$ cat src/rtl/ahbl_fabric_pkg.sv
package ahbl_fabric_pkg;

    localparam logic [3:0] LOCAL_MODID = 4'hC;
    localparam logic [7:0] MAP_BASE    = 8'h20;

    typedef enum logic [1:0] {
        TR_IDLE   = 2'b00,
        TR_BUSY   = 2'b01,
        TR_NONSEQ = 2'b10,
        TR_SEQ    = 2'b11
    } trans_e;

    typedef enum logic [1:0] {
        DS_OKAY     = 2'b00,
        DS_ERR_WAIT = 2'b01,
        DS_ERR_DONE = 2'b10
    } dflt_state_e;

    typedef struct packed {
        logic ready;
        logic err;
    } rsp_t;

    function automatic logic trans_active(input logic [1:0] t);
        return (trans_e'(t) == TR_NONSEQ) || (trans_e'(t) == TR_SEQ);
    endfunction

endpackage

$ cat src/rtl/ahbl_addr_decode.sv
module ahbl_addr_decode
    import ahbl_fabric_pkg::*;
#(
    parameter int NUM_SLV = 3,
    parameter int FIELD_W = 8
) (
    input  logic [3:0]         i_modid,
    input  logic [FIELD_W-1:0] i_field,
    output logic [NUM_SLV-1:0] o_sel,
    output logic               o_miss
);
    logic id_ok;
    assign id_ok = (i_modid == LOCAL_MODID);

    for (genvar g = 0; g < NUM_SLV; g++) begin : g_region
        localparam logic [FIELD_W-1:0] REGION = FIELD_W'(int'(MAP_BASE) + g);
        assign o_sel[g] = id_ok && (i_field == REGION);
    end

    assign o_miss = ~|o_sel;
endmodule

$ cat src/rtl/ahbl_default_slave.sv
module ahbl_default_slave
    import ahbl_fabric_pkg::*;
(
    input  logic       clk,
    input  logic       rst,
    input  logic       i_sel,
    input  logic       i_hready,
    input  logic [1:0] i_htrans,
    output rsp_t       o_rsp
);
    dflt_state_e state_q, state_d;

    always_comb begin
        state_d = DS_OKAY;
        if (state_q == DS_ERR_WAIT)
            state_d = DS_ERR_DONE;
        else if (i_hready && i_sel && trans_active(i_htrans))
            state_d = DS_ERR_WAIT;
    end

    always_ff @(posedge clk) begin
        if (rst) state_q <= DS_OKAY;
        else     state_q <= state_d;
    end

    assign o_rsp.ready = (state_q != DS_ERR_WAIT);
    assign o_rsp.err   = (state_q != DS_OKAY);
endmodule

$ cat src/rtl/ahbl_return_mux.sv
module ahbl_return_mux
    import ahbl_fabric_pkg::*;
#(
    parameter int NUM_SLV = 3,
    parameter int DW      = 32
) (
    input  logic [NUM_SLV:0]      i_dsel,
    input  logic [NUM_SLV*DW-1:0] i_slv_rdata,
    input  logic [NUM_SLV-1:0]    i_slv_ready,
    input  logic [NUM_SLV-1:0]    i_slv_err,
    input  rsp_t                  i_dflt_rsp,
    output logic [DW-1:0]         o_rdata,
    output rsp_t                  o_rsp
);
    always_comb begin
        o_rdata   = '0;
        o_rsp     = '0;
        for (int k = 0; k < NUM_SLV; k++) begin
            if (i_dsel[k]) begin
                o_rdata   = o_rdata | i_slv_rdata[k*DW +: DW];
                o_rsp.ready = o_rsp.ready | i_slv_ready[k];
                o_rsp.err   = o_rsp.err   | i_slv_err[k];
            end
        end
        if (i_dsel[NUM_SLV]) begin
            o_rsp.ready = o_rsp.ready | i_dflt_rsp.ready;
            o_rsp.err   = o_rsp.err   | i_dflt_rsp.err;
        end
    end
endmodule

$ cat src/rtl/ahbl_fabric.sv
module ahbl_fabric
    import ahbl_fabric_pkg::*;
#(
    parameter int NUM_SLV = 3,
    parameter int DW      = 32
) (
    input  logic                  clk,
    input  logic                  rst,
    input  logic [3:0]            i_modid,
    input  logic [7:0]            i_addr_field,
    input  logic [1:0]            i_htrans,
    output logic [NUM_SLV-1:0]    o_hsel,
    input  logic [NUM_SLV*DW-1:0] i_slv_rdata,
    input  logic [NUM_SLV-1:0]    i_slv_ready,
    input  logic [NUM_SLV-1:0]    i_slv_err,
    output logic [DW-1:0]         o_hrdata,
    output logic                  o_hready,
    output logic                  o_hresp
);
    localparam int DSEL_W = NUM_SLV + 1;
    localparam logic [DSEL_W-1:0] DSEL_DFLT = DSEL_W'(1) << NUM_SLV;

    logic              miss;
    logic [DSEL_W-1:0] dsel_q;
    rsp_t              dflt_rsp;
    rsp_t              bus_rsp;

    ahbl_addr_decode #(.NUM_SLV(NUM_SLV), .FIELD_W(8)) u_dec (
        .i_modid (i_modid),
        .i_field (i_addr_field),
        .o_sel   (o_hsel),
        .o_miss  (miss)
    );

    // data-phase owner: advances only when the bus accepts a new address phase
    always_ff @(posedge clk) begin
        if (rst)           dsel_q <= DSEL_DFLT;
        else if (o_hready) dsel_q <= {miss, o_hsel};
    end

    ahbl_default_slave u_dflt (
        .clk      (clk),
        .rst      (rst),
        .i_sel    (miss),
        .i_hready (o_hready),
        .i_htrans (i_htrans),
        .o_rsp    (dflt_rsp)
    );

    ahbl_return_mux #(.NUM_SLV(NUM_SLV), .DW(DW)) u_mux (
        .i_dsel      (dsel_q),
        .i_slv_rdata (i_slv_rdata),
        .i_slv_ready (i_slv_ready),
        .i_slv_err   (i_slv_err),
        .i_dflt_rsp  (dflt_rsp),
        .o_rdata     (o_hrdata),
        .o_rsp       (bus_rsp)
    );

    assign o_hready = bus_rsp.ready;
    assign o_hresp  = bus_rsp.err;
endmodule

$ cat config.mk
export PLATFORM = sky130hd
export DESIGN_NAME = ahbl_fabric
export DESIGN_NICKNAME = d
export VERILOG_FILES = /design/src/rtl/ahbl_fabric_pkg.sv /design/src/rtl/ahbl_addr_decode.sv /design/src/rtl/ahbl_default_slave.sv /design/src/rtl/ahbl_return_mux.sv /design/src/rtl/ahbl_fabric.sv
export SDC_FILE = /design/constraint.sdc
export NUM_CORES = 1
export LEC_CHECK = 0
export BUFFER_PORTS_ARGS = -buffer_cell sky130_fd_sc_hd__buf_2
export CELL_PAD_IN_SITES_DETAIL_PLACEMENT = 0
export CELL_PAD_IN_SITES_GLOBAL_PLACEMENT = 1
export CORE_ASPECT_RATIO = 1.25
export CORE_MARGIN = 2
export CORE_UTILIZATION = 15
export CTS_BUF_LIST = sky130_fd_sc_hd__clkbuf_16
export CTS_CLUSTER_DIAMETER = 80
export CTS_CLUSTER_SIZE = 10
export DETAILED_ROUTE_END_ITERATION = 8
export GPL_ROUTABILITY_DRIVEN = 0
export PLACE_DENSITY = 0.86
export SYNTH_ARGS = -nofsm -noshare
export SYNTH_HDL_FRONTEND = slang
export SYNTH_SLANG_ARGS = --single-unit
$ cat constraint.sdc
create_clock -name clk -period 3.1 [get_ports clk]
set_input_delay 0.31 -clock clk [delete_from_list [all_inputs] [get_ports clk]]
set_output_delay 0.31 -clock clk [all_outputs]
set_load 0.02 [all_outputs]
Yosys cells after proc, flatten, opt, wreduce, memory -nomap -nowiden:

Index checks and enable logic that the tools add are counted.

* equal/unequal tests: 8
* multiplexer cells: 9
* bitwise gates (word level): 8
* reductions and logical operators: 10

Operators with widths (number)
* 2-to-1 mux 32 bit: 3
* OR 32 bit: 2
* equality test 8 x 6 -> 1 bit, second input constant: 3
* 2-to-1 mux 2 bit: 5
* OR 1 bit: 6
* logical AND 1 bit: 5
* equality test 2 bit, second input constant: 2
* equality test 4 bit, second input constant: 1
* OR reduction 3 bit: 1
* equality test 2 x 1 -> 1 bit, second input constant: 1
* != test 2 x 1 -> 1 bit, second input constant: 1
* nonzero test 2 bit: 1
* OR reduction 2 bit: 1
* zero test 1 bit: 1
* logical OR 1 bit: 1
* 2-to-1 mux 1 bit: 1

* flip-flop bits (word level): 6
* input port bits: 118
* output and inout bits: 37

Logic depth before layout (Yosys ltp):

Gate-level depths: netlist of run 1.

* word-level depth: 11
* gate-level depth with buffers: 6
* depth with buffers taken out: 4

Modules after synthesis:

From an unflattened synthesis of run 1, not the netlist that was laid out.

* cell total of the unflattened synthesis: 112
* area total of the unflattened synthesis: 882.1 µm²

Modules (own cells, without submodules)
* ahbl_return_mux: times used 1, cells an instance 82, area an instance 588.1 µm², seq. area each 0.0 µm²
* ahbl_fabric: times used 1, cells an instance 13, area an instance 143.9 µm², seq. area each 80.1 µm²
* ahbl_default_slave: times used 1, cells an instance 7, area an instance 80.1 µm², seq. area each 40.0 µm²
* ahbl_addr_decode: times used 1, cells an instance 10, area an instance 70.1 µm², seq. area each 0.0 µm²

Worst setup path before layout of run 1:

Ideal clock, no wire load.

* kind: input to output
* from: input i_addr_field[3]
* to: output o_hsel[0]
* data arrival time: 1412 ps
* path slack: 1378 ps
* stages: 2
* path buffers: 0
* path through: or4b_4 > nor4b_2

* cells in the longest elaborated chain, start to end: 2

Ends and longest elaborated chain
* start, declared: line ahbl_fabric.sv:10 `input logic [7:0] i_addr_field,`
* equality test 8 x 6 -> 1 bit: line ahbl_addr_decode.sv:17 `assign o_sel[g] = id_ok && (i_field == REGION);`
* logical AND 1 bit: line ahbl_addr_decode.sv:17
* end, declared: line ahbl_fabric.sv:12 `output logic [NUM_SLV-1:0] o_hsel,`

No other way between the ends.

Final worst setup path of run 1:

* from: register dsel_q[0]
* to: output o_hresp

* cells in the longest elaborated chain, start to end: 7

Ends and longest elaborated chain
* start, declared: line ahbl_fabric.sv:24 `logic [DSEL_W-1:0] dsel_q;`
* start signal, assigned: line ahbl_fabric.sv:38 `else if (o_hready) dsel_q <= {miss, o_hsel};`
* 2-to-1 mux 2 bit *: line ahbl_return_mux.sv:19 `if (i_dsel[k]) begin`
* OR 1 bit: line ahbl_return_mux.sv:22 `o_rsp.err = o_rsp.err | i_slv_err[k];`
* 2-to-1 mux 2 bit *: line ahbl_return_mux.sv:19
* OR 1 bit: line ahbl_return_mux.sv:22
* 2-to-1 mux 2 bit *: line ahbl_return_mux.sv:19
* OR 1 bit: line ahbl_return_mux.sv:27 `o_rsp.err = o_rsp.err | i_dflt_rsp.err;`
* 2-to-1 mux 2 bit *: line ahbl_return_mux.sv:25 `if (i_dsel[NUM_SLV]) begin`
* end, declared: line ahbl_fabric.sv:18 `output logic o_hresp`

Every way passes the cells marked *; elsewhere a longest branch is shown, timed or not.

==> impl_metrics.json, run 1 <==
{
  "status": "completed",
  "ys_seq_elements": 6,
  "dpl_worst_slack_ps": 1250,
  "diodes": 0,
  "routed_wl_um": 4130,
  "port_buffers": 153,
  "cts_resized": 0,
  "p_comb_frac": 0.317,
  "sw_frac_of_total": 0.243,
  "rows": 30,
  "timing_hold_violations_final": 0,
  "maxSlewViolCount": 0,
  "rsz0062_at_grt": "no",
  "synth_top_area_frac": 0.393,
  "post_cts_buffers": 0,
  "syn_nets": 232,
  "area_delta_synth_final_pct": 106,
  "cap_viol_max_count": 0,
  "antenna_found_initial": 0,
  "core_um2": 5410,
  "syn_inst": 114,
  "peakVddDrop_uv": 190,
  "h-tree-depth": 1,
  "layout_common_cells": "buf_2 (153), inv_1 (33), a222oi_1 (33), nor2_1 (6), dfxtp_1 (6)",
  "via_per_inst": 4.79,
  "tightest_slew_ps": 664,
  "hp-class": "in -> reg",
  "fill_cells": 587,
  "timing.final.crit_share": 0.652,
  "tritoncts": "built",
  "cts-root-buf": "clkbuf_16",
  "critPathKind": "reg -> out",
  "maxSlewHeadroom": 0.556,
  "cp_max_fo": 20,
  "ys_seq_area_frac": 0.143,
  "p_int_mw": 0.321,
  "synth.area.top_cells": "a222oi_1 (39%), inv_1 (15%), dfxtp_1 (14%)",
  "drc": 0,
  "clk_pin_slew_ps": 30,
  "worst_slack_ps": 1080,
  "end_kind": "output pin",
  "p_sw_mw": 0.103,
  "setup_viol_count_final": 0,
  "totalPowerFinal_mw": 0.424,
  "leakagePower_nw": 1.21,
  "startpoint_type": "register",
  "die-area_um2": 6220,
  "pwr-share-seq": 0.196,
  "grt_max_degree": 21,
  "die_x_um": 71.0,
  "grt_first_pass_wirelength_um": 5510,
  "die_y_um": 87.7,
  "grt-ovfl-total": 0,
  "syn_area_um2": 841,
  "grtUsageTotal": 0.111,
  "syn_avg_cell_area_um2": 7.38,
  "finalCriticalPeriod_ps": 2020,
  "insertion_delay_ps": 230,
  "wl_per_cell_um": 12.7,
  "grt_pass1_vias": 1299,
  "drive_gt1_frac": 0.631,
  "final_common_cell": "buf_2",
  "yosysTopAreaCell": "a222oi_1",
  "yosysUniqueCellTypes": 23,
  "postCtsHoldBufs": 0,
  "vias": 1552,
  "yosysWarnings": 0,
  "clock_path_buffers": 2,
  "cts-buffers-inserted": 3,
  "ioPinCount": 155,
  "power_frac_clock": 0.486,
  "hpwl_um": 3360,
  "skew_ps": 0.974,
  "required_ps": 2790,
  "drt-initial-drc-count": 133,
  "p_per_area_nw_per_um2": 244,
  "fmax_mhz": 495,
  "finalSetupTns_ps": 0,
  "first_pass_iters": 8,
  "arrival_ps": 1710,
  "clkSinkCount": 6,
  "start_util": 0.156,
  "nets": 380,
  "ant_nets": 0
}
==> synthesized netlist by cell type, drive strengths merged <==
| library cell | instances |
|---|---|
| a222oi | 33 |
| inv | 33 |
| clkbuf | 13 |
| dfxtp | 6 |
| nor2 | 6 |
| a211oi | 2 |
| mux2i | 2 |
| nand2 | 2 |
| nand2b | 2 |
| nor3 | 2 |
| a2111o | 1 |
| a221o | 1 |
| a22o | 1 |
| and3 | 1 |
| and3b | 1 |
| nand4b | 1 |
| nor3b | 1 |
| nor4 | 1 |
| nor4b | 1 |
| o21ai | 1 |
| or2 | 1 |
| or4b | 1 |
| or4bb | 1 |
==> final timing paths <==
kind / cells after the start / start / endpoint / slack, ps
worst max-delay path: 4 / dsel_q[0]$_SDFFE_PP0P_ / o_hresp / 1080
worst min-delay path: 2 / rst / dsel_q[1]$_SDFFE_PP0P_ / 350
worst max register to register: 4 / dsel_q[2]$_SDFFE_PP0P_ / dsel_q[2]$_SDFFE_PP0P_ / 1480
worst min register to register: 2 / u_dflt.state_q[0]$_SDFF_PP0_ / u_dflt.state_q[1]$_SDFF_PP0_ / 550
==> cell type report <==
| type | count | area [um2] | share of cell area |
|---|---|---|---|
| Clock buffer | 3 | 75.1 | 0.0433 |
| Inverter | 33 | 124 | 0.0714 |
| Multi-Input combinational cell | 62 | 548 | 0.316 |
| Sequential cell | 6 | 120 | 0.0692 |
| Tap cell | 64 | 80.1 | 0.0461 |
| Timing Repair Buffer | 156 | 788 | 0.454 |
==> logic make-up after synthesis <==
family	count (synthesis)	share of synthesized area
AO/OA/AOI/OAI	39	0.452
buffers and inverters	46	0.205
AND/OR/NAND/NOR	21	0.176
multiplexers	2	0.0238
flip-flops	6	0.143
==> metrics by stage <==
step           hold WS (ps)   util  area [um2]  instances
6_report                351  0.321        1740        324
3_3_place_gp            520  0.307        1660        321
4_1_cts                 355  0.321        1740        324
5_1_grt                 374  0.321        1740        324
2_1_floorplan           382      -         841        114
3_5_place_dp            545  0.307        1660        321
==> power by group through the flow <==
stage          logic [mW]  clock network (mW)  registers [mW]
2_1_floorplan      0.0475                   0          0.0813
3_3_place_gp        0.133                   0          0.0842
3_5_place_dp        0.135                   0          0.0843
4_1_cts             0.135               0.209          0.0833
5_1_grt             0.146               0.212          0.0835
6_report            0.134               0.206          0.0833
==> critical path, stage by stage (launching register included) <==
cell      delay, ps
dfxtp_1         480
buf_4           310
a222oi_1        440
nand2_1          80
buf_2           170
==> metal layers <==
layer,track usage,part of all wire
met5,0,0
met4,0.0360,0.0087
met3,0.0276,0.13
met2,0.214,0.49
met1,0.116,0.36
==> flip-flops by register name, indices dropped and copies added (netlist names) <==
register        count
dsel_q              4
u_dflt.state_q      2
Power figures use the tool's default switching activity.
==> inputs of run 2 (changes only) <==
Settings changed: ABC_AREA from default to 1, CORE_UTILIZATION 15 to 13, PLACE_DENSITY 0.86 to 0.78.
Clock period 3.1 ns to 1.8 ns, I/O delays scaled along.
==> impl_metrics.json, run 2 <==
{
  "status": "completed",
  "timing_hold_violations_final": 0,
  "final_area_um2": 1920,
  "power_frac_clock": 0.304,
  "finalSetupTns_ps": 0,
  "ant_nets": 0,
  "clkSinkCount": 6,
  "grt_first_pass_wirelength_um": 6470,
  "regMostFlops": "dsel_q",
  "critPathKind": "reg -> out",
  "drt-initial-drc-count": 45,
  "cp_max_fo": 11,
  "synth-compound-area-share": 0.0322,
  "yosysMostFrequentCell": "nand2_1",
  "die_x_um": 81.3,
  "rows": 35,
  "top_regs": "dsel_q: 4 flops, u_dflt.state_q: 2 flops",
  "fmax_mhz": 623,
  "tightest_slew_ps": 493,
  "syn_inst": 206,
  "hp-class": "in -> reg",
  "port_buffers": 153,
  "cap_viol_max_count": 0,
  "dp.cells": 444,
  "grt_pass1_vias": 1483,
  "maxSlewViolCount": 0,
  "clk_pin_slew_ps": 30,
  "grtUsageTotal": 0.0974,
  "p_comb_frac": 0.553,
  "post_dp_cell_area_um2": 1840,
  "start_util": 0.133,
  "via_per_inst": 3.84,
  "synth-edff-count": 0,
  "syn_avg_cell_area_um2": 4.71,
  "largest_register_ffs": 4,
  "synthAdderAreaFrac": 0,
  "grt_max_degree": 36,
  "hpwl_um": 3600,
  "synth_top_area_frac": 0.456,
  "area_delta_synth_final_pct": 97.3,
  "leakagePower_nw": 1.20,
  "yosysWarnings": 0,
  "p_per_area_nw_per_um2": 619,
  "required_ps": 1620,
  "tritoncts": "built",
  "vias": 1718,
  "insertion_delay_ps": 230,
  "syn_area_um2": 971,
  "ys_seq_elements": 6,
  "p_int_mw": 0.700,
  "h-tree-depth": 1,
  "ys_seq_area_frac": 0.124,
  "routed_wl_um": 4330,
  "die_y_um": 101,
  "startpoint_type": "register",
  "core_um2": 7310,
  "totalPowerFinal_mw": 1.19,
  "wl_per_cell_um": 9.68,
  "p_sw_mw": 0.486,
  "maxSlewHeadroom": 0.671,
  "sw_frac_of_total": 0.410,
  "end_kind": "output pin",
  "yosysUniqueCellTypes": 15,
  "syn_nets": 324,
  "pwr-share-seq": 0.143,
  "drive_gt1_frac": 0.468,
  "synth_top_flop_cell": "dfxtp_1",
  "rsz0062_at_grt": "no",
  "synth_mux_area_frac": 0,
  "clock_path_buffers": 2,
  "synth-xor-area-share": 0,
  "antenna_found_initial": 0,
  "grt-ovfl-total": 0,
  "ioPinCount": 155,
  "post_cts_buffers": 0,
  "setup_viol_count_final": 0,
  "drc": 0,
  "peakVddDrop_uv": 229,
  "cts_resized": 0,
  "synth-simple-area-share": 0.731,
  "timing.final.crit_share": 0.891,
  "postCtsHoldBufs": 0,
  "synth.area.top_cells": "nand2_1 (46%), nand3_1 (18%), dfxtp_1 (12%)",
  "cts-root-buf": "clkbuf_16",
  "cts-buffers-inserted": 3,
  "finalCriticalPeriod_ps": 1600,
  "first_pass_iters": 4,
  "layout_common_cells": "buf_2 (153), nand2_1 (118), nand3_1 (35), inv_1 (13), nor2_1 (12)",
  "skew_ps": 0.529,
  "die-area_um2": 8180,
  "nets": 475,
  "diodes": 0,
  "arrival_ps": 1420,
  "fin_cells": 447,
  "synthArstFlopShare": 0,
  "yosysTopAreaCell": "nand2_1",
  "final_common_cell": "buf_2",
  "synthTopCellsByCount": "nand2_1 (118), nand3_1 (35), inv_1 (13)",
  "synth_top_family_by_area": "simple AND/OR/NAND/NOR gates"
}
run 2: changes by cell type after synthesis, sizes merged, moves of 3 or more:
cell / delta
nand2: +120
a222oi: -33
inv: -20
nand3: +35
buf: +3
nor2: +6
clkbuf: -4
run 2: stage by stage:
| step | hold slack (ps) | util | worst slack [ps] |
|---|---|---|---|
| 2_1_floorplan | 252 | - | 654 |
| 3_3_place_gp | 359 | 0.252 | 400 |
| 3_5_place_dp | 356 | 0.252 | 400 |
| 4_1_cts | 118 | 0.262 | 150 |
| 5_1_grt | 135 | 0.262 | 44.8 |
| 6_report | 121 | 0.262 | 196 |
run 2: layout make-up:
class	count	area, um2
Tap cell	92	115
Inverter	13	48.8
Sequential cell	6	120
Timing Repair Buffer	158	816
Clock buffer	3	75.1
Fill cell	845	5400
Multi-Input combinational cell	175	741
run 2: cell families (layout without fill, tap and decap cells):
| kind of cell | Yosys count | count (layout) |
|---|---|---|
| AND/OR/NAND/NOR | 171 | 171 |
| buffers and inverters | 25 | 174 |
| flip-flops | 6 | 6 |
| AO/OA/AOI/OAI | 4 | 4 |
run 2: final timing paths:
path	cells past startpoint	to	start	slack (ps)
worst max-delay path	4	o_hrdata[6]	dsel_q[2]$_SDFFE_PP0P_	200
worst min-delay path	2	u_dflt.state_q[1]$_SDFF_PP0_	rst	120
worst max register to register	5	u_dflt.state_q[0]$_SDFF_PP0_	dsel_q[1]$_SDFFE_PP0P_	580
worst min register to register	2	u_dflt.state_q[1]$_SDFF_PP0_	u_dflt.state_q[0]$_SDFF_PP0_	530
run 2: power by group through the flow:
stage	Clock, mW	Sequential, mW	Combinational, mW
after floorplan	0	0.154	0.393
after global placement	0	0.172	0.663
after detailed placement	0	0.173	0.667
after CTS	0.368	0.171	0.669
after global routing	0.376	0.174	0.728
final	0.360	0.169	0.656
run 2: critical path, cell delays in order, from the launching register on:
cell     delay [ps]
dfxtp_1         620
buf_4           270
nand2_1          70
nand3_1          70
buf_2           160
run 2: metal layers:
layer / up-vias / track usage / part of all wire
li1: 934 / - / -
met1: 717 / 0.112 / 0.39
met2: 63 / 0.172 / 0.53
met3: 4 / 0.0188 / 0.072
met4: 0 / 0.0404 / 0.0079
met5: - / 0 / 0
